File: src/rtl/tsf_pkg.sv
package tsf_pkg;
  localparam int PKT_LEN  = 188;
  localparam int CNT_W    = $clog2(PKT_LEN);
  localparam int PID_W    = 13;
  localparam int SLOT_W   = 17;
  localparam logic [7:0] SYNC_BYTE = 8'h47;
  localparam logic [PID_W-1:0] NULL_PID = 13'h1FFF;
  // bit positions inside a slot word
  localparam int B_EN    = 15;
  localparam int B_BLOCK = 13;
  localparam int B_ORDER = 14;
  localparam int B_ALL   = 16;
  // writable bits and reset values
  localparam logic [SLOT_W-1:0] MASK_HEAD = 17'h1FFFF;
  localparam logic [SLOT_W-1:0] MASK_PLAIN = 17'h09FFF;
  localparam logic [SLOT_W-1:0] RST_HEAD = 17'h03FFF;
  localparam logic [SLOT_W-1:0] RST_PLAIN = 17'h01FFF;

  // accept decision with its precedence order
  function automatic logic decide(input logic block, input logic all, input logic hit);
    if (block) return 1'b0;
    if (all) return 1'b1;
    return hit;
  endfunction

  // prev holds the three earlier bytes, oldest in bits 23:16
  function automatic logic [31:0] pack_word(input logic [23:0] prev, input logic [7:0] last,
                                            input logic little);
    if (little) return {last, prev[7:0], prev[15:8], prev[23:16]};
    return {prev, last};
  endfunction
endpackage

File: src/rtl/tsf_slot_bank.sv
module tsf_slot_bank
  import tsf_pkg::*;
#(
  parameter int NUM_SLOTS = 8,
  parameter int AW = $clog2(NUM_SLOTS) + 2
) (
  input  logic             clk,
  input  logic             rst_n,
  input  logic             we,
  input  logic [AW-1:0]    addr,
  input  logic [31:0]      wdata,
  output logic [31:0]      rdata,
  input  logic [PID_W-1:0] pid,
  output logic             hit,
  output logic             block_all,
  output logic             pass_all,
  output logic             little_end
);
  localparam int SW = AW - 2;

  logic [SW-1:0] sel;
  logic [SLOT_W-1:0] slot_w [NUM_SLOTS];
  logic [NUM_SLOTS-1:0] hit_vec;

  assign sel = addr[AW-1:2];

  for (genvar g = 0; g < NUM_SLOTS; g++) begin : g_slot
    localparam logic [SLOT_W-1:0] MASK = (g == 0) ? MASK_HEAD : MASK_PLAIN;
    localparam logic [SLOT_W-1:0] RSTV = (g == 0) ? RST_HEAD : RST_PLAIN;
    logic [SLOT_W-1:0] q;
    always_ff @(posedge clk) begin
      if (!rst_n) q <= RSTV;
      else if (we && int'(sel) == g) q <= wdata[SLOT_W-1:0] & MASK;
    end
    assign slot_w[g] = q;
    assign hit_vec[g] = q[B_EN] && (q[PID_W-1:0] == pid);
  end

  assign hit        = |hit_vec;
  assign block_all  = slot_w[0][B_BLOCK];
  assign pass_all   = slot_w[0][B_ALL];
  assign little_end = slot_w[0][B_ORDER];

  always_comb begin
    rdata = '0;
    if (int'(sel) < NUM_SLOTS) rdata[SLOT_W-1:0] = slot_w[sel];
  end

  // a write is seen on the next read of the same address
  a_r2_write_readback: assert property (@(posedge clk) disable iff (!rst_n)
    (we && int'(sel) != 0) |=> (rdata[SLOT_W-1:0] == ($past(wdata[SLOT_W-1:0]) & MASK_PLAIN))
      || (sel != $past(sel)));
endmodule

File: src/rtl/tsf_framer.sv
module tsf_framer
  import tsf_pkg::*;
(
  input  logic             clk,
  input  logic             rst_n,
  input  logic [7:0]       in_byte,
  input  logic             in_valid,
  input  logic             in_start,
  input  logic             hit,
  input  logic             block_all,
  input  logic             pass_all,
  output logic [PID_W-1:0] pid_cur,
  output logic             byte_ok,
  output logic [CNT_W-1:0] byte_idx,
  output logic             pass_q
);
  localparam logic [CNT_W-1:0] LAST = CNT_W'(PKT_LEN - 1);

  logic [CNT_W-1:0] cnt_q;
  logic active_q, sync_ok_q;
  logic [4:0] pid_hi_q;

  assign byte_ok  = in_valid && (in_start || active_q);
  assign byte_idx = in_start ? '0 : cnt_q;
  assign pid_cur  = {pid_hi_q, in_byte};

  always_ff @(posedge clk) begin
    if (!rst_n) begin
      cnt_q <= '0;
      active_q <= 1'b0;
      sync_ok_q <= 1'b0;
      pid_hi_q <= '0;
      pass_q <= 1'b0;
    end else if (byte_ok) begin
      if (byte_idx == LAST) begin
        active_q <= 1'b0;
        cnt_q <= '0;
      end else begin
        active_q <= 1'b1;
        cnt_q <= byte_idx + CNT_W'(1);
      end
      if (byte_idx == '0) begin
        sync_ok_q <= (in_byte == SYNC_BYTE);
        pass_q <= 1'b0;
      end
      if (byte_idx == CNT_W'(1)) pid_hi_q <= in_byte[4:0];
      if (byte_idx == CNT_W'(2)) pass_q <= sync_ok_q && decide(block_all, pass_all, hit);
    end
  end

  // block-all at decision time leaves the packet dropped
  a_r4_block_wins: assert property (@(posedge clk) disable iff (!rst_n)
    (byte_ok && byte_idx == CNT_W'(2) && block_all) |=> !pass_q);
  // a bad sync byte leaves the packet dropped
  a_r6_bad_sync: assert property (@(posedge clk) disable iff (!rst_n)
    (byte_ok && byte_idx == CNT_W'(2) && !sync_ok_q) |=> !pass_q);
  // an idle framer waits at byte 0
  a_r10_idle_count: assert property (@(posedge clk) disable iff (!rst_n)
    !active_q |-> (cnt_q == '0));
endmodule

File: src/rtl/tsf_packer.sv
module tsf_packer
  import tsf_pkg::*;
(
  input  logic             clk,
  input  logic             rst_n,
  input  logic             byte_ok,
  input  logic [CNT_W-1:0] byte_idx,
  input  logic [7:0]       in_byte,
  input  logic             pass,
  input  logic             little,
  output logic [31:0]      word_q,
  output logic             word_valid_q,
  output logic             done_q,
  output logic             done_pass_q
);
  localparam logic [CNT_W-1:0] LAST = CNT_W'(PKT_LEN - 1);

  logic [23:0] hold_q;

  always_ff @(posedge clk) begin
    if (!rst_n) begin
      hold_q <= '0;
      word_q <= '0;
      word_valid_q <= 1'b0;
      done_q <= 1'b0;
      done_pass_q <= 1'b0;
    end else begin
      word_valid_q <= 1'b0;
      done_q <= 1'b0;
      if (byte_ok) begin
        hold_q <= {hold_q[15:0], in_byte};
        if (byte_idx[1:0] == 2'd3 && pass) begin
          word_q <= pack_word(hold_q, in_byte, little);
          word_valid_q <= 1'b1;
        end
        if (byte_idx == LAST) begin
          done_q <= 1'b1;
          done_pass_q <= pass;
        end
      end
    end
  end

  // words never come on back-to-back cycles
  a_r7_word_single: assert property (@(posedge clk) disable iff (!rst_n)
    word_valid_q |=> !word_valid_q);
  // an accepted packet's end pulse comes with its last word
  a_r9_done_with_word: assert property (@(posedge clk) disable iff (!rst_n)
    (done_q && done_pass_q) |-> word_valid_q);
endmodule

File: src/rtl/tsf_pid_filter.sv
module tsf_pid_filter
  import tsf_pkg::*;
#(
  parameter int NUM_SLOTS = 8,
  parameter int AW = $clog2(NUM_SLOTS) + 2
) (
  input  logic          clk,
  input  logic          rst_n,
  input  logic [7:0]    ts_byte,
  input  logic          ts_valid,
  input  logic          ts_start,
  input  logic          cfg_we,
  input  logic [AW-1:0] cfg_addr,
  input  logic [31:0]   cfg_wdata,
  output logic [31:0]   cfg_rdata,
  output logic [31:0]   cap_word,
  output logic          cap_valid,
  output logic          pkt_end,
  output logic          pkt_accepted
);
  logic [PID_W-1:0] pid_cur;
  logic hit, block_all, pass_all, little_end;
  logic byte_ok, pass_q;
  logic [CNT_W-1:0] byte_idx;

  tsf_slot_bank #(.NUM_SLOTS(NUM_SLOTS), .AW(AW)) u_bank (
    .clk, .rst_n, .we(cfg_we), .addr(cfg_addr), .wdata(cfg_wdata), .rdata(cfg_rdata),
    .pid(pid_cur), .hit, .block_all, .pass_all, .little_end
  );

  tsf_framer u_framer (
    .clk, .rst_n, .in_byte(ts_byte), .in_valid(ts_valid), .in_start(ts_start),
    .hit, .block_all, .pass_all, .pid_cur, .byte_ok, .byte_idx, .pass_q
  );

  tsf_packer u_packer (
    .clk, .rst_n, .byte_ok, .byte_idx, .in_byte(ts_byte), .pass(pass_q), .little(little_end),
    .word_q(cap_word), .word_valid_q(cap_valid), .done_q(pkt_end), .done_pass_q(pkt_accepted)
  );

  // pass-all without block-all accepts a packet with good sync
  a_r5_pass_all: assert property (@(posedge clk) disable iff (!rst_n)
    (byte_ok && byte_idx == CNT_W'(2) && pass_all && !block_all && u_framer.sync_ok_q)
      |=> pass_q);
endmodule

File: config.mk
export PLATFORM = sky130hd
export DESIGN_NAME = tsf_pid_filter
export DESIGN_NICKNAME = d
export VERILOG_FILES = /design/src/rtl/tsf_pkg.sv /design/src/rtl/tsf_slot_bank.sv /design/src/rtl/tsf_framer.sv /design/src/rtl/tsf_packer.sv /design/src/rtl/tsf_pid_filter.sv
export SDC_FILE = /design/constraint.sdc
export NUM_CORES = 1
export LEC_CHECK = 0
export CORE_MARGIN = 3
export CORE_UTILIZATION = 50
export DETAILED_ROUTE_END_ITERATION = 16
export GPL_ROUTABILITY_DRIVEN = 0
export HOLD_SLACK_MARGIN = 0.05
export PLACE_DENSITY = 0.76
export SYNTH_ARGS = -nofsm -noshare
export SYNTH_HDL_FRONTEND = slang
export SYNTH_SLANG_ARGS = --single-unit
File: constraint.sdc
create_clock -name clk -period 2.6 [get_ports clk]
set_input_delay 0.78 -clock clk [delete_from_list [all_inputs] [get_ports clk]]
set_output_delay 0.78 -clock clk [all_outputs]
set_load 0.005 [all_outputs]
==> results.tsv <==
metric	value	unit
status	finished, violations left	
failing checks	negative setup slack	
Die Wd	145	um
filler instances	1581	
hold crit path type	reg2reg	
Vias	8407	
total chip power	6.45	mW
Most common cell on crit path	buf_12	
Clk Latency, worst-skew pair	430	ps
max cap viols	0	
Die Span Y	145	um
DIE AREA	21100	um^2
Root Buffer Master	clkbuf_16	
Antenna Nets Post-Route	0	
VDD IR max	519	uV
initial antenna violation count	0	
main area contributors after synthesis	dfxtp_1 39%, nand2_1 13%, xnor2_1 9.5%	
Data required, critical path	1820	ps
worst slack, placed	-583	ps
Core Util, Final	0.628	
clock period minus worst slack	2820	ps
YS warnings	0	
Slew HR	0.584	
Least-Margin Pin Slew	623	ps
EDFF count, synth	0	
DRT iter0 DRCs	734	
Post-Syn Instances	1122	
TritonCTS Sinks	190	
Setup crit end kind	output port	
CTS H-tree lvls	4	
Leakage	5.00	nW
FF+latch count, synth	190	
Setup-failing EPs final	14	
vias per cell	5.70	
Net Sw Frac	0.249	
number of library cell types mapped by synthesis	48	
final WL	26600	um
Comb pwr share	0.122	
worst-path maximum fanout	6	
# DRC	0	
IO Pins	117	
hold_buf cts	0	
Pins Over Slew Limit	0	
clock power share	0.401	
GR Overflow Total	0	
Sequential Power Share	0.477	
first-pass GRT wire length	43000	um
setup ws final	-224	ps
CTS tree	done	
period utilization	1.09	
Main synth FF type	dfxtp_1	
RSZ-0062 raised after global routing	true	
share of layout cells above drive strength 1	0.150	
Final HPWL DP	18700	um
vias in the first global route	8259	
asr flop ratio synth	0	
wire length per cell	18.0	um
slowest cell on the critical path	mux4_2	
Final Hold Violating Endpoints	0	
Max Freq	354	MHz
crit-path cells	buf_12, buf_12, buf_12, mux4_2, mux2_4, buf_6	
Avg Cell Area, Syn	8.65	um^2
Synth top area share	0.392	
top-count cell post-synth	nand2_1	
overall routing resource usage	0.251	
CTS buffer count	17	
power density cells	544	nW/um^2
sequential share of the synthesized area	0.392	
CP Class	in2out	
clk buf depth	2	
multi-input logic area	5400	um^2
Pre-antenna DRT Iters	6	
register area	3800	um^2
synthesis-to-finish area growth	22.2	%
post-synth top area cell	dfxtp_1	
Setup crit start kind	primary input	
Arrival @ worst endpoint	2040	ps
commonest cells in the synthesized netlist	332 x nand2_1, 190 x dfxtp_1, 114 x nand3_1	
largest net degree at the start of global routing	83	
initial core utilization	0.514	
switching power	1.60	mW
Internal	4.84	mW
# diodes	0	
Max stage delay on crit path	520	ps
Clock transition at path regs	70	ps
total core area	18900	um^2
PortBufs	84	
worst clock skew	7.93	ps
# nets final	1257	
Cell Area, Synth	9700	um^2
Rows	50	
==> path summary, 6_finish.rpt <==
| kind | slack, ps | startpoint | end | cells after the start |
|---|---|---|---|---|
| worst min register to register | 480 | u_framer.cnt_q[0] | u_framer.cnt_q[0] | 2 |
| worst min-delay path | 480 | u_framer.cnt_q[0] | u_framer.cnt_q[0] | 2 |
| worst max register to register | 620 | u_framer.pid_hi_q[0] | u_framer.pass_q | 6 |
| worst max-delay path | -220 | cfg_addr[3] | cfg_rdata[5] | 6 |
==> layout by cell type (no fill, tap or decap), types with 14 or more instances in the layout <==
cell and count:
a21boi_0 37, buf_12 23, buf_4 50, buf_6 15, clkbuf_16 17, clkdlybuf4s50_1 63, conb_1 15, dfxtp_1 189
mux2_4 14, mux2i_1 38, mux4_2 28, nand2_1 332, nand3_1 114, nand4_1 26, o211a_1 32, xnor2_1 105
==> power groups by stage <==
stage	Clock, mW	Combinational (mW)	Sequential [mW]
2_1_floorplan	0	0.494	3.10
3_3_place_gp	0	0.691	3.13
3_5_place_dp	0	0.705	3.13
4_1_cts	2.61	0.770	3.07
5_1_grt	2.74	0.851	3.08
6_report	2.59	0.787	3.07
==> sequential cells by signal, indices dropped and copies added (netlist names) <==
register               cells
u_framer.pid_hi_q          5
u_packer.word_valid_q      1
u_framer.pass_q            1
u_framer.active_q          1
u_packer.word_q           32
u_framer.cnt_q             8
u_packer.done_pass_q       1
u_bank.g_slot.q          115
u_packer.done_q            1
u_packer.hold_q           24
u_framer.sync_ok_q         1
==> stage by stage <==
| stage | area, um^2 | cells | hold WS, ps | TNS, ps |
|---|---|---|---|---|
| 5_1_grt | 11900 | 1476 | 506 | -3010 |
| 3_5_place_dp | 10900 | 1426 | 472 | -9340 |
| 3_3_place_gp | 10900 | 1426 | 464 | -9070 |
| 2_1_floorplan | 9770 | 1136 | 449 | 0 |
| 4_1_cts | 11800 | 1475 | 481 | -2760 |
| 6_report | 11900 | 1476 | 476 | -2710 |
==> layout make-up <==
class / instances / share of cell area
clock buffer: 22 / 0.0391
clock inverter: 10 / 0.00960
inverter: 2 / 0.000633
multi-input combinational: 832 / 0.456
sequential: 190 / 0.321
tap: 260 / 0.0274
timing repair buffer: 160 / 0.147
==> layer usage <==
layer | part of all wire | track usage | vias to the layer above
met4 | 0.041 | 0.128 | 0
li1 | - | - | 3940
met2 | 0.47 | 0.413 | 416
met3 | 0.076 | 0.0522 | 85
met1 | 0.41 | 0.314 | 3966
met5 | 0 | 0 | -
==> what timing repair did <==
action / 4_1_cts / 5_1_grt
setup endpoints to repair: 17 / 17
pin swaps: 1 / 1
cloned: 2 / 0
setup buffers: 16 / 1
gates resized for setup: 112 / 2
==> logic make-up (layout without fill, tap and decap cells) <==
logic type,Yosys count,count (layout),synth area share
simple gates,535,535,0.246
fa+ha+maj,4,4,0.00516
flops,190,190,0.392
mux,80,80,0.120
buf+inv,114,194,0.0641
compound gates,93,93,0.0774
xor+xnor,105,105,0.0948
other cells,1,15,0.000386
==> critical path: cells and delay by family <==
family / cells / cell delay [ps]
muxes: 2 / 830
buffers and inverters: 4 / 420
(Power assumes the default switching activity.)
